`config.mk`:
```
export PLATFORM = sky130hd
export DESIGN_NAME = refresh_sched
export DESIGN_NICKNAME = d
export VERILOG_FILES = /design/src/rtl/refresh_pkg.sv /design/src/rtl/refresh_interval_timer.sv /design/src/rtl/refresh_debt_counter.sv /design/src/rtl/refresh_hold_timer.sv /design/src/rtl/refresh_sched.sv
export SDC_FILE = /design/constraint.sdc
export NUM_CORES = 1
export LEC_CHECK = 0
export BUFFER_PORTS_ARGS = -buffer_cell sky130_fd_sc_hd__clkbuf_2
export CAP_MARGIN = 5
export CORE_MARGIN = 1.5
export CORE_UTILIZATION = 50
export DETAILED_ROUTE_END_ITERATION = 10
export PLACE_DENSITY = 0.69
export SLEW_MARGIN = 20
export SYNTH_ARGS = -nofsm -noshare
export SYNTH_HDL_FRONTEND = slang
export SYNTH_SLANG_ARGS = --single-unit
```
`constraint.sdc`:
```
create_clock -name clk -period 2 [get_ports clk]
set_input_delay 0.2 -clock clk [delete_from_list [all_inputs] [get_ports clk]]
set_output_delay 0.2 -clock clk [all_outputs]
set_load 0.005 [all_outputs]
```
`src/rtl/refresh_pkg.sv`:
```
package refresh_pkg;
  typedef enum logic [1:0] {
    ST_IDLE = 2'd0,
    ST_REQ  = 2'd1,
    ST_HOLD = 2'd2
  } rs_state_t;

  localparam logic [1:0] CMD_NONE    = 2'b00;
  localparam logic [1:0] CMD_PRE_ALL = 2'b01;
  localparam logic [1:0] CMD_AUTOREF = 2'b10;
endpackage

```
`src/rtl/refresh_interval_timer.sv`:
```
module refresh_interval_timer #(
  parameter int INTERVAL_CYC = 780
) (
  input  logic clk,
  input  logic rst,
  output logic tick
);
  localparam int CW = (INTERVAL_CYC > 1) ? $clog2(INTERVAL_CYC) : 1;
  localparam logic [CW-1:0] LAST = CW'(INTERVAL_CYC - 1);

  logic [CW-1:0] cnt_q;

  assign tick = (cnt_q == LAST);

  always_ff @(posedge clk) begin
    if (rst) begin
      cnt_q <= '0;
    end else if (tick) begin
      cnt_q <= '0;
    end else begin
      cnt_q <= cnt_q + 1'b1;
    end
  end
endmodule

```
`src/rtl/refresh_debt_counter.sv`:
```
module refresh_debt_counter #(
  parameter int MAX_DEBT = 8,
  localparam int DW = $clog2(MAX_DEBT + 1)
) (
  input  logic          clk,
  input  logic          rst,
  input  logic          add,
  input  logic          take,
  output logic [DW-1:0] owed,
  output logic          any_owed
);
  localparam logic [DW-1:0] FULL = DW'(MAX_DEBT);

  logic [DW-1:0] owed_q;

  assign owed     = owed_q;
  assign any_owed = (owed_q != '0);

  always_ff @(posedge clk) begin
    if (rst) begin
      owed_q <= '0;
    end else begin
      unique case ({add, take})
        2'b10:   if (owed_q != FULL) owed_q <= owed_q + 1'b1;
        2'b01:   owed_q <= owed_q - 1'b1;
        default: owed_q <= owed_q;
      endcase
    end
  end
endmodule

```
`src/rtl/refresh_hold_timer.sv`:
```
module refresh_hold_timer #(
  parameter int TRFC_CYC = 8
) (
  input  logic clk,
  input  logic rst,
  input  logic start,
  input  logic run,
  output logic done
);
  localparam int TW = (TRFC_CYC > 1) ? $clog2(TRFC_CYC) : 1;
  localparam logic [TW-1:0] LAST = TW'(TRFC_CYC - 1);

  logic [TW-1:0] cnt_q;

  assign done = run && (cnt_q == LAST);

  always_ff @(posedge clk) begin
    if (rst || start) begin
      cnt_q <= '0;
    end else if (run && !done) begin
      cnt_q <= cnt_q + 1'b1;
    end
  end
endmodule

```
`src/rtl/refresh_sched.sv`:
```
module refresh_sched
  import refresh_pkg::*;
#(
  parameter int INTERVAL_CYC = 780,
  parameter int TRFC_CYC     = 8,
  parameter int MAX_DEBT     = 8
) (
  input  logic       clk,
  input  logic       rst,
  input  logic       banks_idle,
  input  logic       grant,
  output logic       cmd_req,
  output logic [1:0] cmd_code,
  output logic       busy
);
  localparam int DW = $clog2(MAX_DEBT + 1);

  rs_state_t     state_q, state_d;
  logic          tick;
  logic          any_owed;
  logic [DW-1:0] debt_q;
  logic          ref_taken;
  logic          hold_done;

  refresh_interval_timer #(.INTERVAL_CYC(INTERVAL_CYC)) u_interval (
    .clk  (clk),
    .rst  (rst),
    .tick (tick)
  );

  refresh_debt_counter #(.MAX_DEBT(MAX_DEBT)) u_debt (
    .clk      (clk),
    .rst      (rst),
    .add      (tick),
    .take     (ref_taken),
    .owed     (debt_q),
    .any_owed (any_owed)
  );

  refresh_hold_timer #(.TRFC_CYC(TRFC_CYC)) u_hold (
    .clk   (clk),
    .rst   (rst),
    .start (ref_taken),
    .run   (state_q == ST_HOLD),
    .done  (hold_done)
  );

  assign cmd_req   = (state_q == ST_REQ);
  assign busy      = (state_q != ST_IDLE);
  assign ref_taken = cmd_req && grant && banks_idle;

  always_comb begin
    if (!cmd_req)        cmd_code = CMD_NONE;
    else if (banks_idle) cmd_code = CMD_AUTOREF;
    else                 cmd_code = CMD_PRE_ALL;
  end

  always_comb begin
    state_d = state_q;
    unique case (state_q)
      ST_IDLE: if (any_owed)  state_d = ST_REQ;
      ST_REQ:  if (ref_taken) state_d = ST_HOLD;
      ST_HOLD: if (hold_done) state_d = any_owed ? ST_REQ : ST_IDLE;
      default: state_d = ST_IDLE;
    endcase
  end

  always_ff @(posedge clk) begin
    if (rst) state_q <= ST_IDLE;
    else     state_q <= state_d;
  end
endmodule

```
==> results.tsv, run 1 <==
metric	value	unit
status	finished, violations left	
violations	negative setup slack	
slew_headroom	67.8	%
fmax	470	MHz
setup_violations	1	
cap_violations	0	
crit_fanout	2	
place_inst	148	
rsz0062_at_grt	yes	
grt_pass1_vias	700	
ys_seq_area_share	41.1	%
multiInputGateArea	542	um^2
hpwl	1.29	mm
synthFlopType	dfxtp_1	
avgSynthCellArea	8.81	um^2
drtIter0Drc	6	
vdd_ir_drop_max	0.000429	V
finalNetCount	137	
pin_count	8	
diodes	0	
rows	15	
whs	0.258	ns
clk_pin_slew	0.11	ns
syn-instance-count	105	
hp-class	in -> reg	
fp.dieW	46.0	um
worstReg2RegStart	u_interval.cnt_q[6]	
cts-buffers-inserted	3	
synth-edff-count	0	
wl_per_cell	11.3	um
instances_no_fill	153	
utilization	66.0	%
grt_pass1_wl	2.80	mm
timing.final.ws_setup	-0.129	ns
die_y	46.0	um
grt-ovfl-total	0	
crit_end	u_debt.owed[2]	
r2r-end	u_debt.owed[2]	
portBuffers	7	
grt_antenna_before_repair	0	
crit_start	u_interval.cnt_q[6]	
htreeDepth	1	
cts_tree	done	
leakagePower	0.477	nW
worst-endpoint-arrival	2.33	ns
maxSlewViolCount	0	
cp-end-kind	register	
ff_latch_area	384	um^2
drcViolationCount	0	
num_vias	765	
worstPathCellList	or3b_4 > o31a_1 > xor2_1 > ha_2 > a21boi_2 > a22oi_2 > mux2_4	
ant_nets	0	
fill_cells	171	
critPathKind	reg -> reg	
core-area	1730	um^2
dieArea	2120	um^2
critPathLaunchType	register	
worst_slew_pin_slew	0.479	ns
grt_usage	18.4	%
synth_nets	113	
drive_gt1_share	30.5	%
clock-sinks	19	
drt-total-wl	1.74	mm
hold_violations	0	
min_period_over_period	106	%
synth_cell_types	33	
max_stage_delay	0.38	ns
cts-root-buf	clkbuf_4	
slowest_stage	or3b_4	
first_pass_iters	3	
async_reset_ff_share	0	%
clkLatencyLatePin	0.30	ns
r2r_setup_slack	-0.13	ns
powerDensity	585	nW/um^2
routed_via_density	5.00	
ys_ff_latch	19	
ys_warn_count	0	
area_growth	23.3	%
synth_area	925	um^2
required	2.20	ns
reg2reg_depth	7	
grt_max_degree	15	
finClkSkew	0.00139	ns
gp_congestion	0.802	
period_minus_slack	2.13	ns
start_util	53.6	%
clock_path_buffers	2	
==> sequential cells by signal, indices dropped and copies added (netlist names) <==
name,count
u_hold.cnt_q,3
u_interval.cnt_q,10
u_debt.owed,4
state_q,2
==> layout make-up <==
| cell class | count | share of cell area, % |
|---|---|---|
| Multi-Input combinational cell | 81 | 47.5 |
| Sequential cell | 19 | 33.7 |
| Timing Repair Buffer | 22 | 13.0 |
| Tap cell | 25 | 2.74 |
| Clock buffer | 3 | 1.98 |
| Inverter | 2 | 0.659 |
| Clock inverter | 1 | 0.439 |
==> metrics by stage <==
step / TNS [ns] / worst slack [ns] / cell area, um^2 / power, mW
floorplan: -0.0898 / -0.0898 / 932 / 0.445
global placement: -0.0641 / -0.0641 / 1090 / 0.473
detailed placement: -0.0992 / -0.0992 / 1090 / 0.475
CTS: -0.0988 / -0.0988 / 1120 / 0.668
global route: -0.210 / -0.210 / 1140 / 0.695
finish: -0.129 / -0.129 / 1140 / 0.666
==> cell families (layout without fill, tap and decap cells) <==
logic type               count (synthesis)  in the layout  share of synthesized area, %
flip-flops                              19             19                          41.1
buffers and inverters                    5             28                          2.17
multiplexers                             5              5                          5.82
AND/OR/NAND/NOR                         54             54                          30.0
XOR/XNOR                                10             10                          9.47
adder cells (fa/ha/maj)                  4              4                          5.41
AO/OA/AOI/OAI                            8              8                          5.95
==> cell usage after synthesis (2+ instances only) <==
master	instances	share of area, %
nor2_1	21	8.5
dfxtp_1	19	41
nor3_1	7	3.8
xnor2_1	7	6.6
nand2_1	6	2.4
ha_1	4	5.4
mux2_2	3	3.7
nand3_1	3	1.6
nor2b_1	3	2.0
xor2_1	3	2.8
a21oi_1	2	1.1
clkbuf_1	2	0.81
inv_1	2	0.81
mux2i_1	2	2.2
nand2b_1	2	1.4
or2_2	2	1.4
==> layout by cell type, fill, tap and decap left out, types with 3 or more instances in the layout <==
master and n:
nor2_1 21, dfxtp_1 16, buf_4 15, nor3_1 7, xnor2_1 7, clkbuf_2 7, nand2_1 6, xor2_1 3
nor2b_1 3, nand3_1 3, ha_1 3, clkbuf_4 3, dfxtp_2 3
==> critical path: cells and delay by family, from the launching register on <==
kind | cells | cell delay [ns]
DFF | 1 | 0.34
AOI/OAI and AO/OA | 3 | 0.67
muxes | 1 | 0.31
adders and majority gates | 1 | 0.18
xor gates and xnor gates | 1 | 0.15
and+or+nand+nor | 1 | 0.38
==> per-layer routing <==
metal | vias to the layer above | GRT usage [%] | wire, um
li1 | 410 | - | -
met1 | 346 | 22.2 | 829
met2 | 7 | 31.9 | 862
met3 | 2 | 2.38 | 30
met4 | 0 | 8.57 | 12
met5 | - | 0 | 0
==> repair_timing <==
| item | 4_1_cts | 5_1_grt |
|---|---|---|
| gates resized for setup | 1 | 4 |
| hold buffers | 0 | 0 |
| setup buffers | 0 | 1 |
| hold endpoints to repair | 0 | 0 |
| pin swaps | 1 | 3 |
| setup endpoints to repair | 1 | 1 |
==> power breakdown <==
part	switching, mW	total (mW)	internal (mW)	leakage, nW
clock	0.124	0.199	0.0745	0.0177
sequential	0.00823	0.397	0.389	0.155
combinational	0.0341	0.0708	0.0367	0.304
==> worst min path at each step <==
stage	startpoint	to	slack (ns)	depth (start not counted)
final	rst	state_q[0]	0.26	2
after global routing	rst	state_q[1]	0.25	2
after CTS	rst	state_q[1]	0.25	2
after detailed placement	u_interval.cnt_q[9]	u_interval.cnt_q[9]	0.52	2
after global placement	u_interval.cnt_q[9]	u_interval.cnt_q[9]	0.51	2
after floorplan	rst	u_debt.owed[1]	0.39	2
Power figures use the tool's default switching activity.
==> run 2: changes to the inputs <==
- SETUP_SLACK_MARGIN: not set -> 0.2
==> results.tsv, run 2 (same netlist as run 1, synthesis figures left out) <==
metric	value	unit
drt-total-wl	1.85	mm
grt_usage	19.0	%
htreeDepth	1	
routed_via_density	5.06	
period_minus_slack	2.11	ns
fp.dieW	46.0	um
violations	negative setup slack	
clock-sinks	19	
powerDensity	563	nW/um^2
first_pass_iters	4	
timing.final.ws_setup	-0.107	ns
required	2.20	ns
num_vias	784	
holdBufCountCts	0	
largest_reg_flops	10	
clk_pin_slew	0.11	ns
drive_gt1_share	33.8	%
largest_register	u_interval.cnt_q	
grt_antenna_before_repair	0	
final_common_cell	nor2_1	
setup_violations	1	
critPathKind	reg -> reg	
ant_nets	0	
vdd_ir_drop_max	0.000419	V
finalNetCount	139	
leakagePower	0.487	nW
cts-root-buf	clkbuf_4	
drcViolationCount	0	
worst-endpoint-arrival	2.30	ns
worst_slew_pin_slew	0.428	ns
crit_fanout	2	
hpwl	1.29	mm
hold_violations	0	
final_cell_mix	nor2_1 (21), buf_4 (16), dfxtp_1 (15)	
gp_congestion	0.802	
status	finished, violations left	
stdcell_area	1190	um^2
min_period_over_period	105	%
grt-ovfl-total	0	
rsz0062_at_grt	yes	
place_area	1090	um^2
total_power	0.669	mW
grt_pass1_vias	709	
cts_tree	done	
wl_per_cell	11.9	um
cts-buffers-inserted	3	
diodes	0	
cap_violations	0	
start_util	53.6	%
dieArea	2120	um^2
drtIter0Drc	18	
hp-class	in -> reg	
slew_headroom	71.2	%
fmax	475	MHz
grt_pass1_wl	2.90	mm
area_growth	28.4	%
grt_max_degree	15	
rows	15	
cp-end-kind	register	
portBuffers	7	
clock_path_buffers	2	
die_y	46.0	um
finClkSkew	0.00313	ns
core-area	1730	um^2
clkLatencyLatePin	0.29	ns
maxSlewViolCount	0	
pin_count	8	
critPathLaunchType	register	
run 2: worst max-delay path, stage by stage, from the launching register on:
cell and delay (ns):
dfxtp_2 0.34, or3b_4 0.39, o31a_1 0.32, xor2_1 0.15
ha_2 0.18, a21boi_1 0.12, a22oi_1 0.16, mux2_2 0.35
run 2: area by class of cell:
class / instances / area [um^2]
inverter: 2 / 7.51
tap: 25 / 31.3
clock buffer: 3 / 22.5
fill: 160 / 539
sequential: 19 / 385
clock inverter: 1 / 5.00
timing repair buffer: 24 / 166
multi-input combinational: 81 / 569
run 2: worst paths after layout:
check,start,to,slack [ns],cells after the start
hold / removal,rst,state_q[1],0.26,2
setup / recovery,u_interval.cnt_q[4],u_debt.owed[2],-0.11,7
hold reg to reg,u_hold.cnt_q[1],u_hold.cnt_q[1],0.54,2
setup reg to reg,u_interval.cnt_q[4],u_debt.owed[2],-0.11,7
run 2: layer usage:
| metal | up-vias | global-route usage, % | wire (um) |
|---|---|---|---|
| met3 | 4 | 2.38 | 34 |
| met4 | 0 | 8.57 | 37 |
| met5 | - | 0 | 0 |
| met1 | 356 | 23.6 | 870 |
| li1 | 413 | - | - |
| met2 | 11 | 32.2 | 908 |
run 2: stage by stage:
stage          instances  hold WS, ns  utilization (%)  setup WS (ns)  setup TNS [ns]
2_1_floorplan        105        0.386                -        -0.0898         -0.0898
3_3_place_gp         148        0.510             63.2        -0.0641         -0.0641
3_5_place_dp         148        0.520             63.2        -0.0992         -0.0992
4_1_cts              154        0.251             67.4        -0.0911         -0.0911
5_1_grt              155        0.256             68.8         -0.192          -0.205
6_report             155        0.263             68.8         -0.107          -0.107
run 2: power breakdown:
group / switching [mW] / internal [mW]
sequential: 0.00978 / 0.390
clock: 0.120 / 0.0744
combinational: 0.0359 / 0.0390
run 2: timing repair:
action,in CTS,in global routing
endpoints found under the hold margin,0,0
setup buffers,2,1
endpoints found under the setup margin,4,4
pin swaps,3,0
resized for setup,10,2
==> run 3: changes to the inputs <==
- BUFFER_PORTS_ARGS: -buffer_cell sky130_fd_sc_hd__clkbuf_2 -> not set
- DONT_BUFFER_PORTS: not set -> 1
- PLACE_DENSITY: 0.69 -> 0.66
==> results.tsv, run 3 (same netlist as run 1, synthesis figures left out) <==
metric	value	unit
powerDensity	553	nW/um^2
start_util	53.6	%
whs	0.107	ns
hp-class	in -> reg	
worst-endpoint-arrival	2.30	ns
fp.dieW	46.0	um
largest_reg_flops	10	
hold_violations	0	
cp-end-kind	register	
clk_pin_slew	0.10	ns
min_period_over_period	106	%
r2r_setup_slack	-0.12	ns
required	2.19	ns
crit_fanout	2	
utilization	68.2	%
grt_pass1_wl	2.79	mm
wl_per_cell	11.3	um
diodes	0	
violations	negative setup slack	
clkLatencyLatePin	0.29	ns
ant_nets	0	
maxSlewViolCount	0	
status	finished, violations left	
rsz0062_at_grt	yes	
pin_count	8	
leakagePower	0.475	nW
setup_violations	2	
critPathLaunchType	register	
worstReg2RegStart	u_interval.cnt_q[4]	
multiInputGateArea	567	um^2
routed_via_density	5.13	
dieArea	2120	um^2
gp_congestion	0.853	
critPathKind	reg -> reg	
fill_cells	144	
grt_antenna_before_repair	0	
clock-sinks	19	
total_power	0.651	mW
post-place-ws	-0.115	ns
cts-buffers-inserted	3	
timing.final.ws_setup	-0.119	ns
num_vias	774	
period_minus_slack	2.12	ns
area_growth	27.3	%
finClkSkew	0.00205	ns
grt_usage	18.6	%
fmax	472	MHz
drt-total-wl	1.71	mm
grt_pass1_vias	696	
holdPathEnd	u_debt.owed[1]	
drive_gt1_share	31.0	%
die_y	46.0	um
cts_tree	done	
place_area	1080	um^2
final_cell_mix	nor2_1 (21), buf_4 (17), dfxtp_1 (15)	
cap_violations	0	
drtIter0Drc	8	
stdcell_area	1180	um^2
worst_slew_pin_slew	0.507	ns
slew_headroom	65.9	%
core-area	1730	um^2
hold_depth	2	
reg2reg_depth	7	
drcViolationCount	0	
grt_max_degree	11	
ff_latch_area	385	um^2
first_pass_iters	4	
rows	15	
htreeDepth	1	
portBuffers	0	
clock_path_buffers	2	
hpwl	1.26	mm
cts-root-buf	clkbuf_4	
finalNetCount	135	
r2r-end	u_debt.owed[2]	
largest_register	u_interval.cnt_q	
vdd_ir_drop_max	0.000482	V
grt-ovfl-total	0	
holdCritStartpoint	rst	
final_common_cell	nor2_1	
[run 3: timing repair]
action | in CTS | in global routing
buffers inserted | 1 | 1
resized for setup | 10 | 4
endpoints found under the hold margin | 5 | 0
cloned | 0 | 0
hold buffers | 1 | 0
setup endpoints to repair | 4 | 4
pin swaps | 3 | 1
[run 3: power breakdown]
part           switching [mW]  internal (mW)
combinational          0.0325         0.0371
sequential            0.00655          0.389
clock                   0.108         0.0776
total                   0.147          0.504
[run 3: layout make-up]
type / instances / area share (%)
flip-flops and latches: 19 / 32.7
inverters: 2 / 0.638
repair buffers: 20 / 13.6
well taps: 25 / 2.66
multi-input cells: 81 / 48.1
clock buffers: 4 / 2.23
[run 3: metal layers]
layer,global-route usage (%),part of all wire [%],vias up
li1,-,-,402
met1,21.6,46,357
met2,32.5,49,13
met3,7.14,4.5,2
met4,3.43,0.53,0
met5,0,0,-
[run 3: worst max path at each step]
stage,startpoint,cells after the start,to,slack [ns]
after floorplan,u_interval.cnt_q[4],7,u_debt.owed[2],-0.09
after global placement,u_interval.cnt_q[4],7,u_debt.owed[2],-0.06
after detailed placement,u_interval.cnt_q[4],7,u_debt.owed[2],-0.12
after CTS,u_interval.cnt_q[4],7,u_debt.owed[2],-0.12
after global routing,u_interval.cnt_q[4],7,u_debt.owed[2],-0.18
final,u_interval.cnt_q[4],7,u_debt.owed[2],-0.12
[run 3: stage by stage]
stage / TNS (ns) / cells
global placement: -0.0570 / 144
finish: -0.173 / 151
global route: -0.284 / 151
floorplan: -0.0898 / 105
CTS: -0.117 / 150
detailed placement: -0.115 / 144
[run 3: worst max-delay path: stages (launching register included)]
cell and delay (ns):
dfxtp_2 0.34, or3b_4 0.40, o31a_1 0.31, xor2_1 0.15, ha_2 0.18, a21boi_1 0.12
a22oi_1 0.17, mux2_2 0.36
